**src/rtl/sa2c_pkg.sv**
```systemverilog
package sa2c_pkg;
  localparam int ADDR_W     = 24;
  localparam int OFF_W      = 2;
  localparam int LINE_BYTES = 1 << OFF_W;
  localparam int LINE_W     = 8 * LINE_BYTES;
  localparam int LADDR_W    = ADDR_W - OFF_W;

  typedef enum logic [1:0] {
    ST_IDLE,
    ST_LOOKUP,
    ST_EVICT,
    ST_REFILL
  } ctl_state_e;

  // byte k of a line sits in bits [8k+7:8k]
  function automatic logic [7:0] line_byte(input logic [LINE_W-1:0] line,
                                           input logic [OFF_W-1:0] off);
    return line[{off, 3'b000} +: 8];
  endfunction

  function automatic logic [LINE_W-1:0] line_merge(input logic [LINE_W-1:0] line,
                                                   input logic [OFF_W-1:0] off,
                                                   input logic [7:0] b);
    logic [LINE_W-1:0] r;
    r = line;
    r[{off, 3'b000} +: 8] = b;
    return r;
  endfunction
endpackage

```
**src/rtl/sa2c_store.sv**
```systemverilog
module sa2c_store
  import sa2c_pkg::*;
#(
  parameter int SET_W = 4,
  parameter int TAG_W = LADDR_W - SET_W
) (
  input  logic              clk,
  input  logic              rst,
  input  logic [SET_W-1:0]  set_i,
  output logic [1:0]        way_valid,
  output logic [1:0]        way_dirty,
  output logic [TAG_W-1:0]  way_tag  [2],
  output logic [LINE_W-1:0] way_data [2],
  output logic              lru_way,
  input  logic              way_sel,
  input  logic              fill_en,
  input  logic [TAG_W-1:0]  fill_tag,
  input  logic [LINE_W-1:0] fill_data,
  input  logic              wr_en,
  input  logic [LINE_W-1:0] wr_data,
  input  logic              touch_en
);
  localparam int SETS = 1 << SET_W;

  logic              valid_q [2][SETS];
  logic              dirty_q [2][SETS];
  logic [TAG_W-1:0]  tag_q   [2][SETS];
  logic [LINE_W-1:0] data_q  [2][SETS];
  logic              lru_q   [SETS];   // index of the less recently used way

  generate
    for (genvar w = 0; w < 2; w++) begin : g_way
      assign way_valid[w] = valid_q[w][set_i];
      assign way_dirty[w] = dirty_q[w][set_i];
      assign way_tag[w]   = tag_q[w][set_i];
      assign way_data[w]  = data_q[w][set_i];

      always_ff @(posedge clk) begin
        if (rst) begin
          for (int s = 0; s < SETS; s++) begin
            valid_q[w][s] <= 1'b0;
            dirty_q[w][s] <= 1'b0;
          end
        end else if (way_sel == w[0]) begin
          if (fill_en) begin
            valid_q[w][set_i] <= 1'b1;
            dirty_q[w][set_i] <= 1'b0;
          end else if (wr_en) begin
            dirty_q[w][set_i] <= 1'b1;
          end
        end
      end

      always_ff @(posedge clk) begin
        if (way_sel == w[0]) begin
          if (fill_en) begin
            tag_q[w][set_i]  <= fill_tag;
            data_q[w][set_i] <= fill_data;
          end else if (wr_en) begin
            data_q[w][set_i] <= wr_data;
          end
        end
      end
    end
  endgenerate

  assign lru_way = lru_q[set_i];

  always_ff @(posedge clk) begin
    if (rst) begin
      for (int s = 0; s < SETS; s++) lru_q[s] <= 1'b0;
    end else if (touch_en) begin
      lru_q[set_i] <= ~way_sel;
    end
  end

  AST_WRITE_MARKS_DIRTY: assert property (@(posedge clk) disable iff (rst)
    wr_en |=> dirty_q[$past(way_sel)][$past(set_i)]);
  AST_FILL_LEAVES_CLEAN: assert property (@(posedge clk) disable iff (rst)
    fill_en |=> valid_q[$past(way_sel)][$past(set_i)] && !dirty_q[$past(way_sel)][$past(set_i)]);
  AST_TOUCH_FLIPS_LRU: assert property (@(posedge clk) disable iff (rst)
    touch_en |=> lru_q[$past(set_i)] != $past(way_sel));
endmodule

```
**src/rtl/sa2c_match.sv**
```systemverilog
module sa2c_match #(
  parameter int TAG_W = 18
) (
  input  logic             clk,
  input  logic             rst,
  input  logic [1:0]       way_valid,
  input  logic [TAG_W-1:0] way_tag [2],
  input  logic [TAG_W-1:0] want_tag,
  input  logic             lru_way,
  output logic [1:0]       hit_vec,
  output logic             hit,
  output logic             hit_way,
  output logic             victim_way
);
  generate
    for (genvar w = 0; w < 2; w++) begin : g_cmp
      assign hit_vec[w] = way_valid[w] && (way_tag[w] == want_tag);
    end
  endgenerate

  assign hit     = |hit_vec;
  assign hit_way = hit_vec[1];

  // an empty line is taken before the use order is consulted
  always_comb begin
    if (!way_valid[0])      victim_way = 1'b0;
    else if (!way_valid[1]) victim_way = 1'b1;
    else                    victim_way = lru_way;
  end

  AST_TAG_UNIQUE_IN_SET: assert property (@(posedge clk) disable iff (rst)
    $onehot0(hit_vec));
endmodule

```
**src/rtl/sa2c_ctrl.sv**
```systemverilog
module sa2c_ctrl
  import sa2c_pkg::*;
#(
  parameter int SET_W = 4,
  parameter int TAG_W = LADDR_W - SET_W
) (
  input  logic              clk,
  input  logic              rst,
  input  logic              cpu_req,
  input  logic              cpu_we,
  input  logic [ADDR_W-1:0] cpu_addr,
  input  logic [7:0]        cpu_wdata,
  output logic              cpu_ready,
  output logic              cpu_done,
  output logic [7:0]        cpu_rdata,
  output logic [ADDR_W-1:0] req_addr,
  input  logic              hit,
  input  logic              hit_way,
  input  logic              victim_way,
  input  logic [1:0]        way_valid,
  input  logic [1:0]        way_dirty,
  input  logic [TAG_W-1:0]  way_tag  [2],
  input  logic [LINE_W-1:0] way_data [2],
  output logic              way_sel,
  output logic              fill_en,
  output logic              wr_en,
  output logic [LINE_W-1:0] wr_data,
  output logic              touch_en,
  output logic              mem_req,
  output logic              mem_we,
  output logic [LADDR_W-1:0] mem_addr,
  output logic [LINE_W-1:0] mem_wdata,
  input  logic              mem_ack
);
  ctl_state_e       state_q;
  logic             we_q;
  logic [7:0]       wdata_q;
  logic             vic_q;
  logic [SET_W-1:0] set_q;
  logic [OFF_W-1:0] off_q;
  logic             lookup_evt;
  logic             hit_evt;
  logic             miss_evt;

  assign set_q      = req_addr[OFF_W +: SET_W];
  assign off_q      = req_addr[OFF_W-1:0];
  assign lookup_evt = (state_q == ST_LOOKUP);
  assign hit_evt    = lookup_evt && hit;
  assign miss_evt   = lookup_evt && !hit;

  always_ff @(posedge clk) begin
    if (rst) begin
      state_q   <= ST_IDLE;
      req_addr  <= '0;
      we_q      <= 1'b0;
      wdata_q   <= '0;
      vic_q     <= 1'b0;
      cpu_done  <= 1'b0;
      cpu_rdata <= '0;
    end else begin
      cpu_done <= 1'b0;
      unique case (state_q)
        ST_IDLE: if (cpu_req) begin
          req_addr <= cpu_addr;
          we_q     <= cpu_we;
          wdata_q  <= cpu_wdata;
          state_q  <= ST_LOOKUP;
        end
        ST_LOOKUP: if (hit) begin
          if (!we_q) cpu_rdata <= line_byte(way_data[hit_way], off_q);
          cpu_done <= 1'b1;
          state_q  <= ST_IDLE;
        end else begin
          vic_q   <= victim_way;
          state_q <= (way_valid[victim_way] && way_dirty[victim_way]) ? ST_EVICT : ST_REFILL;
        end
        ST_EVICT:  if (mem_ack) state_q <= ST_REFILL;
        ST_REFILL: if (mem_ack) state_q <= ST_LOOKUP;
        default:   state_q <= ST_IDLE;
      endcase
    end
  end

  assign cpu_ready = (state_q == ST_IDLE);
  assign mem_req   = (state_q == ST_EVICT) || (state_q == ST_REFILL);
  assign mem_we    = (state_q == ST_EVICT);
  assign mem_addr  = mem_we ? {way_tag[vic_q], set_q} : req_addr[ADDR_W-1:OFF_W];
  assign mem_wdata = way_data[vic_q];
  assign way_sel   = lookup_evt ? hit_way : vic_q;
  assign fill_en   = (state_q == ST_REFILL) && mem_ack;
  assign wr_en     = hit_evt && we_q;
  assign wr_data   = line_merge(way_data[hit_way], off_q, wdata_q);
  assign touch_en  = hit_evt || fill_en;

  AST_MEM_REQ_HOLDS: assert property (@(posedge clk) disable iff (rst)
    (mem_req && !mem_ack) |=> mem_req && $stable(mem_addr) && $stable(mem_we));
  AST_MEM_BLOCKS_CPU: assert property (@(posedge clk) disable iff (rst)
    mem_req |-> !cpu_ready);
  AST_WB_ONLY_DIRTY: assert property (@(posedge clk) disable iff (rst)
    (mem_req && mem_we) |-> way_valid[vic_q] && way_dirty[vic_q]);
  AST_HIT_NO_TRAFFIC: assert property (@(posedge clk) disable iff (rst)
    hit_evt |=> !mem_req && cpu_done);
  AST_MISS_GOES_TO_MEM: assert property (@(posedge clk) disable iff (rst)
    miss_evt |=> mem_req && !cpu_done);
  AST_DONE_SINGLE: assert property (@(posedge clk) disable iff (rst)
    cpu_done |=> !cpu_done);
endmodule

```
**src/rtl/setassoc2_cache.sv**
```systemverilog
module setassoc2_cache
  import sa2c_pkg::*;
#(
  parameter int SET_W = 4
) (
  input  logic         clk,
  input  logic         rst,
  input  logic         cpu_req,
  input  logic         cpu_we,
  input  logic [23:0]  cpu_addr,
  input  logic [7:0]   cpu_wdata,
  output logic         cpu_ready,
  output logic         cpu_done,
  output logic [7:0]   cpu_rdata,
  output logic         mem_req,
  output logic         mem_we,
  output logic [21:0]  mem_addr,
  output logic [31:0]  mem_wdata,
  input  logic         mem_ack,
  input  logic [31:0]  mem_rdata
);
  localparam int TAG_W = LADDR_W - SET_W;

  logic [ADDR_W-1:0] req_addr;
  logic [SET_W-1:0]  req_set;
  logic [TAG_W-1:0]  req_tag;
  logic [1:0]        way_valid, way_dirty, hit_vec;
  logic [TAG_W-1:0]  way_tag  [2];
  logic [LINE_W-1:0] way_data [2];
  logic              lru_way, hit, hit_way, victim_way;
  logic              way_sel, fill_en, wr_en, touch_en;
  logic [LINE_W-1:0] wr_data;

  assign req_set = req_addr[OFF_W +: SET_W];
  assign req_tag = req_addr[ADDR_W-1 -: TAG_W];

  sa2c_store #(.SET_W(SET_W), .TAG_W(TAG_W)) u_store (
    .clk, .rst, .set_i(req_set),
    .way_valid, .way_dirty, .way_tag, .way_data, .lru_way,
    .way_sel, .fill_en, .fill_tag(req_tag), .fill_data(mem_rdata),
    .wr_en, .wr_data, .touch_en
  );

  sa2c_match #(.TAG_W(TAG_W)) u_match (
    .clk, .rst, .way_valid, .way_tag, .want_tag(req_tag), .lru_way,
    .hit_vec, .hit, .hit_way, .victim_way
  );

  sa2c_ctrl #(.SET_W(SET_W), .TAG_W(TAG_W)) u_ctrl (
    .clk, .rst, .cpu_req, .cpu_we, .cpu_addr, .cpu_wdata,
    .cpu_ready, .cpu_done, .cpu_rdata, .req_addr,
    .hit, .hit_way, .victim_way, .way_valid, .way_dirty, .way_tag, .way_data,
    .way_sel, .fill_en, .wr_en, .wr_data, .touch_en,
    .mem_req, .mem_we, .mem_addr, .mem_wdata, .mem_ack
  );

  AST_FILL_MATCHES_REQ: assert property (@(posedge clk) disable iff (rst)
    fill_en |-> mem_addr == req_addr[ADDR_W-1:OFF_W]);
endmodule

```
**config.mk**
```make
export PLATFORM = sky130hd
export DESIGN_NAME = setassoc2_cache
export DESIGN_NICKNAME = d
export VERILOG_FILES = /design/src/rtl/sa2c_pkg.sv /design/src/rtl/sa2c_store.sv /design/src/rtl/sa2c_match.sv /design/src/rtl/sa2c_ctrl.sv /design/src/rtl/setassoc2_cache.sv
export SDC_FILE = /design/constraint.sdc
export NUM_CORES = 2
export LEC_CHECK = 0
export BUFFER_PORTS_ARGS = -buffer_cell sky130_fd_sc_hd__buf_2
export CAP_MARGIN = 5
export CORE_MARGIN = 5
export CORE_UTILIZATION = 50
export DETAILED_ROUTE_END_ITERATION = 6
export PLACE_DENSITY = 0.69
export SLEW_MARGIN = 15
export SYNTH_ARGS = -nofsm -noshare
export SYNTH_HDL_FRONTEND = slang
export SYNTH_SLANG_ARGS = --single-unit
```
**constraint.sdc**
```tcl
create_clock -name clk -period 5.6 [get_ports clk]
set_input_delay 0 -clock clk [delete_from_list [all_inputs] [get_ports clk]]
set_output_delay 0 -clock clk [all_outputs]
set_load 0.02 [all_outputs]
```
; Word-level counts from Yosys, hierarchy flattened
; Memory sizes are Yosys's and may differ from the RTL's. A register that Yosys moved wholly into a read port is not among the register bits.
; Cells that the tools add are included.
[op_classes]
add_sub_neg = 1
n_lt_le_gt_ge = 5
n_eq_ne = 8
n_shift = 3
mux = 1212
bitwise_logic = 1127
n_reduce_logical = 19
[op_table]
columns = cell, count
row1 = 2-to-1 mux 512 bit, 6
row2 = 2-to-1 mux 1 bit, 1158
row3 = 2-to-1 mux 288 bit, 4
row4 = OR 1 bit, 1120
row5 = OR reduction 512 bit, 1
row6 = 2-to-1 mux 32 bit, 11
row7 = OR reduction 288 bit, 1
row8 = binary-select mux 32 bit (select 4 bit), 2
row9 = binary-select mux 18 bit (select 4 bit), 2
row10 = 2-to-1 mux 18 bit, 8
row11 = demux 32 bit (select 4 bit), 1
row12 = demux 18 bit (select 4 bit), 1
row13 = 2-to-1 mux 16 bit, 4
row14 = equality test 18 bit, 2
row15 = bitwise mux 32 bit, 1
row16 = variable shift 8 x 7 -> 32 bit (first input constant), 1
row17 = indexed part select 32 x 6 -> 8 bit, 1
row18 = indexed part select 8 x 7 -> 32 bit, 1
row19 = 2-to-1 mux 22 bit, 1
row20 = binary-select mux 1 bit (select 4 bit), 4
row21 = 2-to-1 mux 4 bit, 3
row22 = 2-to-1 mux 2 bit, 4
row23 = case mux 2 bit (4 select lines), 1
row24 = logical AND 1 bit, 7
row25 = other kinds (18), 30
[word_totals]
ff_bits = 45
ramBits = 1680
in_bits = 69
output_inout_bits = 66
wordCells = 2387
mem_count = 5
[memory_table]
columns = name, depth, word_bits, read_ports, rd_ports_with_merged_regs, wr, line
row1 = u_store.data_q, 2, 512, 2, 0, 1, sa2c_store.sv:28  ; logic [LINE_W-1:0] data_q [2][SETS];
row2 = u_store.tag_q, 2, 288, 2, 0, 1, sa2c_store.sv:27  ; logic [TAG_W-1:0] tag_q [2][SETS];
row3 = u_store.dirty_q, 2, 16, 2, 0, 2, sa2c_store.sv:26  ; logic dirty_q [2][SETS];
row4 = u_store.valid_q, 2, 16, 2, 0, 2, sa2c_store.sv:25  ; logic valid_q [2][SETS];
row5 = u_store.lru_q, 16, 1, 1, 1, 16, sa2c_store.sv:29  ; logic lru_q [SETS];

; Depth between registers and ports, before layout
[logic_depth]
word_depth = 16
ltp_mapped = 17

; Modules after synthesis
; From an unflattened synthesis, not the netlist that was laid out.
[unflattened]
cells_unflattened = 4690
hier_area_um2 = 81124.1
[by_module_without_submodules]
columns = mod, n_inst, cells_each, area_each_um2, seq_area_each_um2
row1 = sa2c_store, 1, 4226, 77205.3, 50438.4
row2 = sa2c_ctrl, 1, 410, 3485.8, 900.9
row3 = sa2c_match, 1, 54, 432.9, 0.0

; Worst setup path after synthesis
; OpenSTA, ideal clock, no wires.
[synth_path]
path_type = reg2reg
from = reg u_ctrl.req_addr[2]
to = mem u_store.data_q[0][0] (netlist bit), enable pin
setup_time_ns = 0.421
arrival_time_ns = 5.017
setup_slack_ns = 0.162
stages_incl_launch_ff = 17
n_path_buf = 7
period_less_slack_ns = 5.438
path_cell_list = dfxtp_1 > buf_6 > buf_6 > buf_6 > buf_6 > mux2_4 > a222oi_1 > o221ai_1 > a211oi_1 > a31oi_1 > or3_1 > or4b_1 > buf_6 > buf_12 > and2_1 > clkbuf_1 > nor2_1
[synth_between]
elab_chain_cells = 16
word_cells_on_any_way = 552
[synth_lines]
columns = item, line
row1 = from (decl), sa2c_ctrl.sv:16  ; output logic [ADDR_W-1:0] req_addr,
row2 = from (signal assigned), sa2c_ctrl.sv:64  ; req_addr <= cpu_addr;
row3 = NOT 4 -> 5 bit (implied by the code) (*), n/a
row4 = binary-select mux 18 bit (select 4 bit), sa2c_store.sv:35  ; assign way_tag[w] = tag_q[w][set_i];
row5 = 2-to-1 mux 18 bit (implied by the code) (2 in a row), sa2c_store.sv:35
row6 = equality test 18 bit, sa2c_match.sv:17  ; assign hit_vec[w] = way_valid[w] && (way_tag[w] == want_tag);
row7 = logical AND 1 bit, sa2c_match.sv:17
row8 = OR reduction 2 bit, sa2c_match.sv:21  ; assign hit = |hit_vec;
row9 = logical AND 1 bit, sa2c_ctrl.sv:48  ; assign hit_evt = lookup_evt && hit;
row10 = logical AND 1 bit, sa2c_ctrl.sv:91  ; assign wr_en = hit_evt && we_q;
row11 = 2-to-1 mux 1 bit, sa2c_store.sv:59  ; end else if (wr_en) begin
row12 = 2-to-1 mux 1 bit, sa2c_store.sv:56  ; if (fill_en) begin
row13 = 2-to-1 mux 1 bit, sa2c_store.sv:55  ; if (way_sel == w[0]) begin
row14 = 2-to-1 mux 512 bit (implied by the code), sa2c_store.sv:60  ; data_q[w][set_i] <= wr_data;
row15 = OR 1 bit (no line), n/a
row16 = OR reduction 512 bit (no line), n/a
row17 = 2-to-1 mux 1 bit (no line) or 2-to-1 mux 512 bit (tied branches), n/a
row18 = to (decl), sa2c_store.sv:28
; Every way passes the cells marked *; elsewhere a longest branch is shown, timed or not. The select of a mux whose other input is x is not followed.

; Final worst setup path
[layout_path]
from = reg u_ctrl.req_addr[3]
to = mem u_store.data_q[0][242] (netlist bit), data pin
[layout_between]
elab_chain_cells = 16
word_cells_on_any_way = 561
[layout_lines]
columns = item, line
row1 = NOT 4 -> 5 bit (implied by the code) (*), n/a
row2 = binary-select mux 18 bit (select 4 bit), sa2c_store.sv:35
row3 = 2-to-1 mux 18 bit (implied by the code) (2 in a row), sa2c_store.sv:35
row4 = equality test 18 bit, sa2c_match.sv:17
row5 = logical AND 1 bit, sa2c_match.sv:17
row6 = OR reduction 2 bit, sa2c_match.sv:21
row7 = logical AND 1 bit, sa2c_ctrl.sv:48
row8 = logical AND 1 bit, sa2c_ctrl.sv:91
row9 = 2-to-1 mux 1 bit, sa2c_store.sv:59
row10 = 2-to-1 mux 1 bit, sa2c_store.sv:56
row11 = 2-to-1 mux 1 bit, sa2c_store.sv:55
row12 = 2-to-1 mux 512 bit (implied by the code), sa2c_store.sv:60
row13 = OR 1 bit (no line), n/a
row14 = OR reduction 512 bit (no line), n/a
row15 = 2-to-1 mux 512 bit (no line) (*), n/a
; Marks and branches as above.

==> out/qor.txt <==
OUTCOME
------------------------------------------------------------------------------------------
Outcome                                                                       finished, violations left
Violations in the final reports                                               design-rule violations

SYNTH
------------------------------------------------------------------------------------------
Post-synth cell types                                                                   80
Part of the Yosys area used for sequential elements                                  62.0%
Number of enable-type register cells in the synthesized netlist                       1679
Async set-reset flop share out of synthesis                                             0%
Post-synthesis sequential element count                                               1729
Synth area leaders                                                            sky130_fd_sc_hd__edfxtp_1, sky130_fd_sc_hd__mux4_2, sky130_fd_sc_hd__mux2_2
Largest area contributor in the netlist                                       sky130_fd_sc_hd__edfxtp_1
Area of the mapped netlist                                                     82900 sq um
Yosys Warn Count                                                                         0
Dominant register cell in the synthesized netlist                             sky130_fd_sc_hd__edfxtp_1
Number of instances in the synthesized netlist                                        4828
Synth top area share                                                                 60.8%
Total nets after synthesis                                                            4906
Syn Area/Cell                                                                   17.2 sq um

FLOW RUN
------------------------------------------------------------------------------------------
Max Cap Violations                                                                       0

TIMING
------------------------------------------------------------------------------------------
Final critical delay including setup and external delays                           5400 ps
Ratio of final minimum period to clock period                                        96.4%
Post-route setup slack                                                              204 ps
Endpoints failing hold                                                                   0
Setup tns final                                                                       0 ps
Unrepaired setup endpoints after global routing                                         no
Worst slew margin                                                                    21.2%
Worst-case clock skew                                                              27.7 ps
Max-slew violation count                                                                 0
Worst hold slack                                                                   61.2 ps
Finish-stage setup viols                                                                 0
Actual transition at the worst max-transition pin                                  1180 ps
Achievable clock frequency                                                         185 MHz

SETUP PATH
------------------------------------------------------------------------------------------
Biggest fanout along the worst timing path                                              65
Critical Setup Path Class                                                     flip-flop to flip-flop
Launching instance or port of the critical path                               u_ctrl.req_addr[3]$_SDFFE_PP0P_
Critical path launch point type                                                  flip-flop
Crit path DAT                                                                      5960 ps
Data required time of the critical path                                            6160 ps
Reg-to-Reg Start                                                              u_ctrl.req_addr[3]$_SDFFE_PP0P_
Endpoint class of the critical path                                              flip-flop

DRT
------------------------------------------------------------------------------------------
Violation count after the first detailed-routing iteration                            5921
Remaining number of nets flagged by the antenna check after routing                      0
Post-detailed-route wirelength per cell                                       33.9 microns
DRC violation count after routing                                                        1
Number of iterations in the first detailed-routing pass                                  7
DR vias/cell                                                                          6.53
Vias                                                                                 48300
Total Routed Length                                                           251000 microns

FLOORPLAN
------------------------------------------------------------------------------------------
Ports                                                                                  135
Die extent in y                                                                417 microns
Die footprint                                                                 174000 sq um
Number of cell rows                                                                    149
Die span in x                                                                  417 microns
Starting Density                                                                     50.3%
Std-Cell Core Area                                                            165000 sq um

POWER AND IR DROP
------------------------------------------------------------------------------------------
Total power consumption of the routed design                                       30.2 mW
Maximum ir drop on the vdd rail                                                 0.000342 V
Leak pwr                                                                           31.1 nW
Power per cell area                                                            318 nW/um^2

FINISH
------------------------------------------------------------------------------------------
Post-Layout Cell Count                                                                7395
Commonest non-fill, non-tap cell in the layout                                sky130_fd_sc_hd__edfxtp_1
Cell area after layout                                                         95000 sq um
Final Net Count                                                                       5135
Commonest cells after routing, fill and taps aside                            sky130_fd_sc_hd__edfxtp_1, sky130_fd_sc_hd__mux2_2, sky130_fd_sc_hd__mux4_2
Final standard cell utilization of the core                                          57.6%
Area added between synthesis and finish                                              14.5%
Share of layout cells above drive strength 1                                         40.1%

WORST HOLD PATH
------------------------------------------------------------------------------------------
Source of the worst hold timing path                                          mem_rdata[25]
Hold crit path type                                                           primary input to flip-flop

GLOBAL ROUTE
------------------------------------------------------------------------------------------
Global Route met1 Usage                                                              37.3%
Initial antenna violation count                                                          7
Number of global-route vias before repair                                            48500
M3 GR Usage                                                                          6.09%
Largest net degree at the start of global routing                                      127
Busiest grt layer                                                                     met2
Remaining global-route overflow                                                          0
Global routing usage summed across all routing layers                                28.7%
Global routing usage on met2                                                         46.6%
Global-route wire length before repair                                        359000 microns

PLACED DESIGN
------------------------------------------------------------------------------------------
Gp weighted congestion                                                               0.922
HPWL reported at the end of detailed placement                                150000 microns
Dpl cell area                                                                  88200 sq um
Port Buffers                                                                           134
Inst Count DP                                                                         6950
Post-Place Setup Slack                                                              340 ps

CLOCK TREE
------------------------------------------------------------------------------------------
Total clock sinks                                                                     1729
TritonCTS Buffers                                                                      180
CTS tree                                                                               yes
Clock edge transition at the registers on the reported setup and hold paths          60 ps
Cell at the root of the clock tree                                            sky130_fd_sc_hd__clkbuf_16
CTS Buffer Depth                                                                         3
Clock insertion delay at the later pin of the skew report                           830 ps
H-tree levels                                                                            4
Post-CTS Repair Setup Buffers                                                            0
Post-CTS sizing                                                                          0

cells in the mapped netlist, drive strengths merged, types with 12 or more instances:
master     n
or2       13
dfxtp     50
a31oi     12
o22ai     22
inv       24
a21o      18
mux4     460
mux2    1086
mux2i    136
nor3      16
o21ai     99
xnor2     28
nand3     16
a22oi     36
a22o      16
buf      170
nand2    186
and3      19
a21oi     56
clkbuf   342
nand2b    20
nor2     198
edfxtp  1679
flip-flops by register name, indices dropped and copies added, names as in the netlist, named ones only:
signal,cells
u_ctrl.req_addr,24
u_ctrl.we_q,1
u_store.data_q,1024
u_ctrl.cpu_rdata,8
u_store.dirty_q,32
u_store.tag_q,576
u_store.lru_q,16
u_ctrl.wdata_q,8
u_ctrl.state_q,2
u_ctrl.cpu_done,1
u_ctrl.vic_q,1
u_store.valid_q,32
timing repair:
action	4_1_cts	5_1_grt
hold buffers	114	0
hold endpoints to repair	1032	0
setup endpoints to repair	0	0
worst paths after layout:
check,endpoint,slack (ps),depth (start not counted)
worst min-delay path,u_store.data_q[1][377]$_DFFE_PP_,60,2
worst min register to register,u_store.valid_q[1][15]$_DFF_P_,480,1
worst max register to register,u_store.data_q[0][242]$_DFFE_PP_,200,8
worst max-delay path,u_store.data_q[0][242]$_DFFE_PP_,200,8
power by group:
| part | switching, mW | internal, mW | leakage [nW] |
|---|---|---|---|
| registers | 0.108 | 14.3 | 15.8 |
| clock network | 5.14 | 6.48 | 2.76 |
| logic | 2.57 | 1.65 | 12.5 |
kinds of logic after synthesis:
group / after synthesis / synth area share (%)
AOI/OAI and AO/OA: 323 / 2.52
muxes: 1682 / 28.9
and+or+nand+nor: 509 / 2.91
DFF: 1729 / 62.0
adders and majority gates: 9 / 0.136
buffers and inverters: 540 / 3.16
xor gates and xnor gates: 36 / 0.380
critical path, cell delays in order (launching register included):
cell and delay [ps]:
sky130_fd_sc_hd__dfxtp_4 630, sky130_fd_sc_hd__buf_12 410, sky130_fd_sc_hd__buf_4 720, sky130_fd_sc_hd__buf_4 770, sky130_fd_sc_hd__mux4_2 430, sky130_fd_sc_hd__mux4_2 570, sky130_fd_sc_hd__mux2_2 300, sky130_fd_sc_hd__a22o_1 580
sky130_fd_sc_hd__mux2_1 510
layer usage:
layer / vias to the layer above / wire length (microns) / share of wire (%)
met2: 2805 / 121000 / 48
li1: 19700 / - / -
met3: 623 / 23500 / 9.3
met4: 2 / 13600 / 5.4
met1: 25200 / 92700 / 37
met5: - / 13 / 0.0052
area by class of cell:
class	count	area, sq um
multi-input cells	2559	29400
clock buffers	241	4890
diodes	1	2.50
flip-flops and latches	1729	51400
fillers	12400	70000
clock inverters	89	764
inverters	28	110
repair buffers	559	5620
well taps	2189	2740
Power figures use the tool's default switching activity.
